## config.mk

```make
export PLATFORM = sky130hd
export DESIGN_NAME = line_split_unit
export DESIGN_NICKNAME = d
export VERILOG_FILES = /design/src/rtl/lsplit_pkg.sv /design/src/rtl/line_split_decode.sv /design/src/rtl/line_port_capture.sv /design/src/rtl/line_merge.sv /design/src/rtl/line_split_unit.sv
export SDC_FILE = /design/constraint.sdc
export NUM_CORES = 2
export LEC_CHECK = 0
export CAP_MARGIN = 25
export CORE_AREA = 2 2 331 333
export CTS_CLUSTER_DIAMETER = 60
export DETAILED_ROUTE_END_ITERATION = 6
export DIE_AREA = 0 0 333 335
export PLACE_DENSITY = 0.71
export SYNTH_ARGS = -nofsm -noshare
export SYNTH_HDL_FRONTEND = slang
export SYNTH_SLANG_ARGS = --single-unit
export TNS_END_PERCENT = 1
```

## constraint.sdc

```tcl
create_clock -name clk -period 10.9 [get_ports clk]
set_input_delay 3.27 -clock clk [delete_from_list [all_inputs] [get_ports clk]]
set_output_delay 3.27 -clock clk [all_outputs]
set_load 0.01 [all_outputs]
```

## src/rtl/lsplit_pkg.sv

```systemverilog
// Shared constants and types for the line splitter.
// Assumes 16-byte lines and 128-bit memory ports.
package lsplit_pkg;
    localparam int LINE_BYTES = 16;
    localparam int OFF_W      = $clog2(LINE_BYTES);
    localparam int DATA_W     = LINE_BYTES * 8;
    localparam int LEN_W      = OFF_W + 1;
    localparam int NPORT      = 2;

    typedef enum logic [1:0] {
        ST_IDLE  = 2'd0,
        ST_ISSUE = 2'd1,
        ST_WAIT  = 2'd2,
        ST_RESP  = 2'd3
    } lsplit_state_e;
endpackage

```

## src/rtl/line_split_decode.sv

```systemverilog
// Turns an address, length and store data into per-port line address,
// byte enables and shifted write data. Purely combinational.
// Assumes len is 1..16; a value above 16 behaves as 16.
module line_split_decode
    import lsplit_pkg::*;
#(
    parameter int ADDR_W = 16,
    localparam int LINE_W = ADDR_W - OFF_W
) (
    input  logic [ADDR_W-1:0]                  addr,
    input  logic [LEN_W-1:0]                   len,
    input  logic [DATA_W-1:0]                  wdata,
    output logic [NPORT-1:0][LINE_W-1:0]       line,
    output logic [NPORT-1:0][LINE_BYTES-1:0]   be,
    output logic [NPORT-1:0][DATA_W-1:0]       pdata
);
    logic [OFF_W-1:0]          off;
    logic [LINE_W-1:0]         first_line;
    logic [LINE_W-1:0]         next_line;
    logic [LINE_BYTES:0]       len_mask;
    logic [2*LINE_BYTES-1:0]   span_mask;
    logic [2*DATA_W-1:0]       span_data;

    // Build the 32-byte span mask and shifted span data.
    always_comb begin
        off        = addr[OFF_W-1:0];
        first_line = addr[ADDR_W-1:OFF_W];
        next_line  = first_line + LINE_W'(1);
        if (len > LEN_W'(LINE_BYTES))
            len_mask = {1'b0, {LINE_BYTES{1'b1}}};
        else
            len_mask = ((LINE_BYTES+1)'(1) << len) - (LINE_BYTES+1)'(1);
        span_mask  = {{LINE_BYTES{1'b0}}, len_mask[LINE_BYTES-1:0]} << off;
        span_data  = {{DATA_W{1'b0}}, wdata} << {off, 3'b000};
    end

    // Each port takes the half whose line parity matches its index.
    for (genvar p = 0; p < NPORT; p++) begin : g_port
        logic owns_first;
        // Pick first-line or next-line half for this port.
        always_comb begin
            owns_first = (first_line[0] == 1'(p));
            line[p]    = owns_first ? first_line : next_line;
            be[p]      = owns_first ? span_mask[LINE_BYTES-1:0]
                                    : span_mask[2*LINE_BYTES-1:LINE_BYTES];
            pdata[p]   = owns_first ? span_data[DATA_W-1:0]
                                    : span_data[2*DATA_W-1:DATA_W];
        end
    end
endmodule

```

## src/rtl/line_port_capture.sv

```systemverilog
// Holds the read line returned by one memory port and a flag that it
// has arrived. Cleared when a new request is accepted.
module line_port_capture
    import lsplit_pkg::*;
(
    input  logic              clk,
    input  logic              rst_n,
    input  logic              clear,
    input  logic              take,
    input  logic [DATA_W-1:0] rdata,
    output logic              got,
    output logic [DATA_W-1:0] data
);
    // Latch the first returned line per request.
    always_ff @(posedge clk) begin
        if (!rst_n) begin
            got  <= 1'b0;
            data <= '0;
        end else if (clear) begin
            got  <= 1'b0;
        end else if (take && !got) begin
            got  <= 1'b1;
            data <= rdata;
        end
    end
endmodule

```

## src/rtl/line_merge.sv

```systemverilog
// Rebuilds a load result from the first and next line: joins them into a
// 32-byte span, shifts it down by the offset and clears bytes past len.
module line_merge
    import lsplit_pkg::*;
(
    input  logic                          first_port,
    input  logic [OFF_W-1:0]              off,
    input  logic [LEN_W-1:0]              len,
    input  logic [NPORT-1:0][DATA_W-1:0]  line_data,
    output logic [DATA_W-1:0]             result
);
    logic [2*DATA_W-1:0] span;
    logic [2*DATA_W-1:0] shifted;

    // Order the two lines and realign to byte 0.
    always_comb begin
        span    = first_port ? {line_data[0], line_data[1]}
                             : {line_data[1], line_data[0]};
        shifted = span >> {off, 3'b000};
    end

    // Keep only the requested bytes.
    for (genvar b = 0; b < LINE_BYTES; b++) begin : g_byte
        assign result[b*8 +: 8] = (LEN_W'(b) < len) ? shifted[b*8 +: 8] : 8'h00;
    end
endmodule

```

## src/rtl/line_split_unit.sv

```systemverilog
// Splits one load/store over two memory ports serving even and odd
// 16-byte lines, and merges load data back. Assumes memory accepts every
// request at once and returns read data at least one cycle later.
module line_split_unit
    import lsplit_pkg::*;
#(
    parameter int ADDR_W = 16,
    localparam int LINE_W = ADDR_W - 4
) (
    input  logic                              clk,
    input  logic                              rst_n,
    input  logic                              req_valid_i,
    input  logic                              req_store_i,
    input  logic [ADDR_W-1:0]                 req_addr_i,
    input  logic [4:0]                        req_len_i,
    input  logic [127:0]                      req_wdata_i,
    output logic                              req_busy_o,
    output logic                              rsp_valid_o,
    output logic [127:0]                      rsp_rdata_o,
    output logic [1:0]                        mem_req_o,
    output logic [1:0]                        mem_we_o,
    output logic [1:0][LINE_W-1:0]            mem_line_o,
    output logic [1:0][15:0]                  mem_be_o,
    output logic [1:0][127:0]                 mem_wdata_o,
    input  logic [1:0]                        mem_rvalid_i,
    input  logic [1:0][127:0]                 mem_rdata_i
);
    lsplit_state_e              state;
    logic                       accept;
    logic [ADDR_W-1:0]          r_addr;
    logic [LEN_W-1:0]           r_len;
    logic                       r_store;
    logic [DATA_W-1:0]          r_wdata;
    logic [NPORT-1:0]           active;
    logic [NPORT-1:0]           got;
    logic [NPORT-1:0]           arrived;
    logic [NPORT-1:0][DATA_W-1:0] cap_data;
    logic [DATA_W-1:0]          merged;
    logic                       all_in;

    assign accept = req_valid_i && (state == ST_IDLE);

    // Register the request on acceptance.
    always_ff @(posedge clk) begin
        if (!rst_n) begin
            r_addr  <= '0;
            r_len   <= '0;
            r_store <= 1'b0;
            r_wdata <= '0;
        end else if (accept) begin
            r_addr  <= req_addr_i;
            r_len   <= req_len_i;
            r_store <= req_store_i;
            r_wdata <= req_wdata_i;
        end
    end

    line_split_decode #(.ADDR_W(ADDR_W)) u_dec (
        .addr  (r_addr),
        .len   (r_len),
        .wdata (r_wdata),
        .line  (mem_line_o),
        .be    (mem_be_o),
        .pdata (mem_wdata_o)
    );

    // Per-port request, write enable and arrival tracking.
    for (genvar p = 0; p < NPORT; p++) begin : g_port
        assign active[p]    = |mem_be_o[p];
        assign mem_req_o[p] = (state == ST_ISSUE) && active[p];
        assign mem_we_o[p]  = mem_req_o[p] && r_store;
        assign arrived[p]   = got[p] || (mem_rvalid_i[p] && active[p]) || !active[p];

        line_port_capture u_cap (
            .clk   (clk),
            .rst_n (rst_n),
            .clear (accept),
            .take  ((state == ST_WAIT) && active[p] && mem_rvalid_i[p]),
            .rdata (mem_rdata_i[p]),
            .got   (got[p]),
            .data  (cap_data[p])
        );
    end

    assign all_in = &arrived;

    // Sequence: idle, issue, wait for reads, respond.
    always_ff @(posedge clk) begin
        if (!rst_n) begin
            state <= ST_IDLE;
        end else begin
            case (state)
                ST_IDLE:  if (accept) state <= ST_ISSUE;
                ST_ISSUE: state <= r_store ? ST_RESP : ST_WAIT;
                ST_WAIT:  if (all_in) state <= ST_RESP;
                default:  state <= ST_IDLE;
            endcase
        end
    end

    line_merge u_merge (
        .first_port (r_addr[OFF_W]),
        .off        (r_addr[OFF_W-1:0]),
        .len        (r_len),
        .line_data  (cap_data),
        .result     (merged)
    );

    assign req_busy_o  = (state != ST_IDLE);
    assign rsp_valid_o = (state == ST_RESP);
    assign rsp_rdata_o = (rsp_valid_o && !r_store) ? merged : '0;
endmodule

```

==> impl_metrics.toml <==
[setup_path]
endpoint_kind = "output port"
crit_type = "register to output port"
cp_max_fo = 21
rr_endpoint = "g_port[1].u_cap.data[126]$_SDFFE_PN0P_"
rr_worst_depth = 16
r2r-start = "r_len[0]$_SDFFE_PN0P_"
critical_path_arrival_ps = 6310
crit_required_ps = 7630
regToRegSetupSlack_ps = 4660
critical_path.startpoint_type = "register"

[drt]
drtAntennaViolNets = 0
drc_errors = 0
wl_per_cell_um = 31.5
first_pass_iters = 7
vias = 43623
avgViaCountPerCell = 6.15
drt-total-wl_mm = 224
drtIter0Drc = 6245

[clock_tree]
cts_buffers = 52
cts_tree = "yes"
cts_hold_buf = 0
cts_num_sinks = 410
clk_latency_ps = 680
ctsHtreeMaxLevel = 2
ctsResizeCount = 0
clk_pin_slew_worst_paths_ps = 60
cts_setup_buffers = 0
clockBufferDepth = 3
cts_root_buf = "clkbuf_16"

[grt]
antenna_found_initial = 19
grt_overflow = 0
grt_max_degree = 171
gr-usage-all-layers_pct = 38.1
grt_pass1_wl_mm = 306
grt_pass1_vias = 39561

[yosys]
synth_ff_type = "dfxtp_1"
ys_seq_area_share_pct = 21.5
syn-cell-area_um2 = 38100
synth_area_leaders = "dfxtp_1 22%, mux2i_1 15%, nand2_1 10%"
ys_ff_latch = 410
yosys_warnings = 0
synth.avg_cell_area_um2 = 7.43
async_flop_share_pct = 0
synth_top_cell_by_area = "dfxtp_1"
synth_edf_count = 0
synth.distinct_cells = 87
synth_fp_nets = 5553
synth_top_area_share_pct = 21.5
syn_inst = 5134

[power]
p_clk_share_pct = 21.1
ir_drop_uv = 120
p_sw_uw = 4000
comb_power_share_pct = 55.4
powerDensity_nw_per_um2 = 171
intPower_uw = 4380
design_power_total_uw = 8380
p_seq_share_pct = 23.5
swShare_pct = 47.7
leakage_uw = 0.0165

[hold_path]
hold_path_class = "register to register"
whs_path_depth = 2
hp-start = "r_wdata[81]$_SDFFE_PN0P_"
whs_endpoint = "r_wdata[81]$_SDFFE_PN0P_"

[die]
die_h_um = 335
coreArea_um2 = 108000
ios = 857
initial_core_util_pct = 35.3
dieArea_um2 = 112000
fp.dieW_um = 333
row_count = 121

[sta]
clock_skew_ps = 60.0
final_hold_viol_count = 0
tns_ps = 0
max_freq_mhz = 104
timing.final.crit_share_pct = 87.9
post-route-min-period_ps = 9580
slew_violations = 0
tightest_slew_ps = 1140
slew_headroom_pct = 21.6
fin_ws_ps = 1320
rsz0062_at_grt = "no"
finalSetupViolations = 0

[final_layout]
multi_input_area_um2 = 27900
drive_gt1_share_pct = 9.63
mostFrequentLayoutCell = "nand2_1"
fin_util_pct = 45.4
register_area_um2 = 8230
area_growth_pct = 28.8
layout.nets = 6045
layout_common_cells = "1,040 x nand2_1, 853 x clkdlybuf4s50_1, 557 x mux2i_1, 453 x nor2_1, 404 x dfxtp_1"
n_fill_cell = 10944

[placement]
gp_congestion = 1.09
io_buffer_count = 854
pre_cts_slack_ps = 2110
hpwl_mm = 178

[run_status]
status = "finished, final reports clean"

[flow_run]
drv_cap = 0
layout make-up:
type / count / area share [%]
Multi-Input combinational cell: 4206 / 56.9
Timing Repair Buffer: 936 / 18.9
Sequential cell: 410 / 16.8
Tap cell: 1414 / 3.60
Clock buffer: 75 / 3.07
Clock inverter: 22 / 0.530
Inverter: 20 / 0.206
Antenna cell: 7 / 0.0357
power by group through the flow:
stage / Combinational [uW] / Sequential (uW) / Clock, uW
floorplan: 2600 / 1790 / 0
global placement: 4480 / 1970 / 0
detailed placement: 4490 / 1980 / 0
CTS: 4510 / 1940 / 1780
global route: 4850 / 1970 / 1840
finish: 4650 / 1970 / 1770
kinds of logic after synthesis:
logic type               share of synthesized area [%]
AO/OA/AOI/OAI                                     20.8
XOR/XNOR                                         0.367
adder cells (fa/ha/maj)                          0.263
buffers and inverters                             5.35
flip-flops                                        21.5
multiplexers                                      27.6
other                                           0.0197
AND/OR/NAND/NOR                                   24.0
synthesized netlist by cell type (5+ instances only):
cell type and count:
nor2_1 456, o221ai_1 8, or2_2 38, ha_1 8
nand3_1 133, a21oi_1 266, a21boi_0 150, xnor2_1 11
xor2_1 5, o2bb2ai_1 12, a311oi_1 17, a31oi_1 18
buf_4 6, mux2i_1 557, a311o_1 16, o22a_1 10
a22oi_1 36, dfxtp_1 410, o211ai_1 48, a211oi_1 63
a22o_1 9, and3_1 19, clkbuf_1 355, o311ai_0 8
a221oi_1 17, nor3_1 40, a21o_1 13, nand2_1 1041
buf_2 42, nor2b_1 292, a31o_2 26, o22ai_1 54
o31ai_1 11, mux2_2 119, or3_1 5, inv_1 18
buf_1 92, and2_1 32, o21a_1 23, mux4_2 161
o21ai_0 404
critical path, cell delays in order, from the launching register on:
cell and delay [ps]:
dfxtp_1 760, nor2_1 200, nand2_1 240, ha_1 590, or4bb_1 530, a21oi_2 340, nor2_1 170, o221ai_1 530
nor2_1 120, a221oi_2 250, o221ai_1 190, a2111oi_1 700, nand3_1 310, and3_1 280, clkdlybuf4s50_1 470
stage by stage:
step | area (um2) | hold slack [ps] | cells
final | 49100 | 503 | 7090
after detailed placement | 47300 | 482 | 6983
after global routing | 49100 | 517 | 7085
after CTS | 49100 | 499 | 7080
after global placement | 47300 | 477 | 6981
after floorplan | 38100 | 451 | 5134
registers in the layout, summed over array words and instances (netlist names):
| signal | flops |
|---|---|
| r_len | 5 |
| g_port.u_cap.got | 2 |
| r_store | 1 |
| g_port.u_cap.data | 256 |
| r_addr | 16 |
| r_wdata | 128 |
| state | 2 |
per-layer routing:
metal / GRT usage, % / share of wire, % / up-vias
met4: 18.9 / 5.7 / 30
met3: 12.8 / 12 / 497
met5: 0 / 0.086 / -
met1: 50.4 / 41 / 21180
met2: 55.1 / 41 / 2687
li1: - / - / 19229
worst max-delay path by stage:
| stage | startpoint | end |
|---|---|---|
| 2_1_floorplan | r_len[1]$_SDFFE_PN0P_ | mem_we_o[0] |
| 3_3_place_gp | r_len[0]$_SDFFE_PN0P_ | mem_we_o[1] |
| 3_5_place_dp | r_len[0]$_SDFFE_PN0P_ | mem_we_o[0] |
| 4_1_cts | r_len[0]$_SDFFE_PN0P_ | mem_we_o[0] |
| 5_1_grt | r_len[0]$_SDFFE_PN0P_ | mem_we_o[1] |
| 6_report | r_len[0]$_SDFFE_PN0P_ | mem_we_o[1] |
Note: power is estimated with default switching activity, not from simulation.
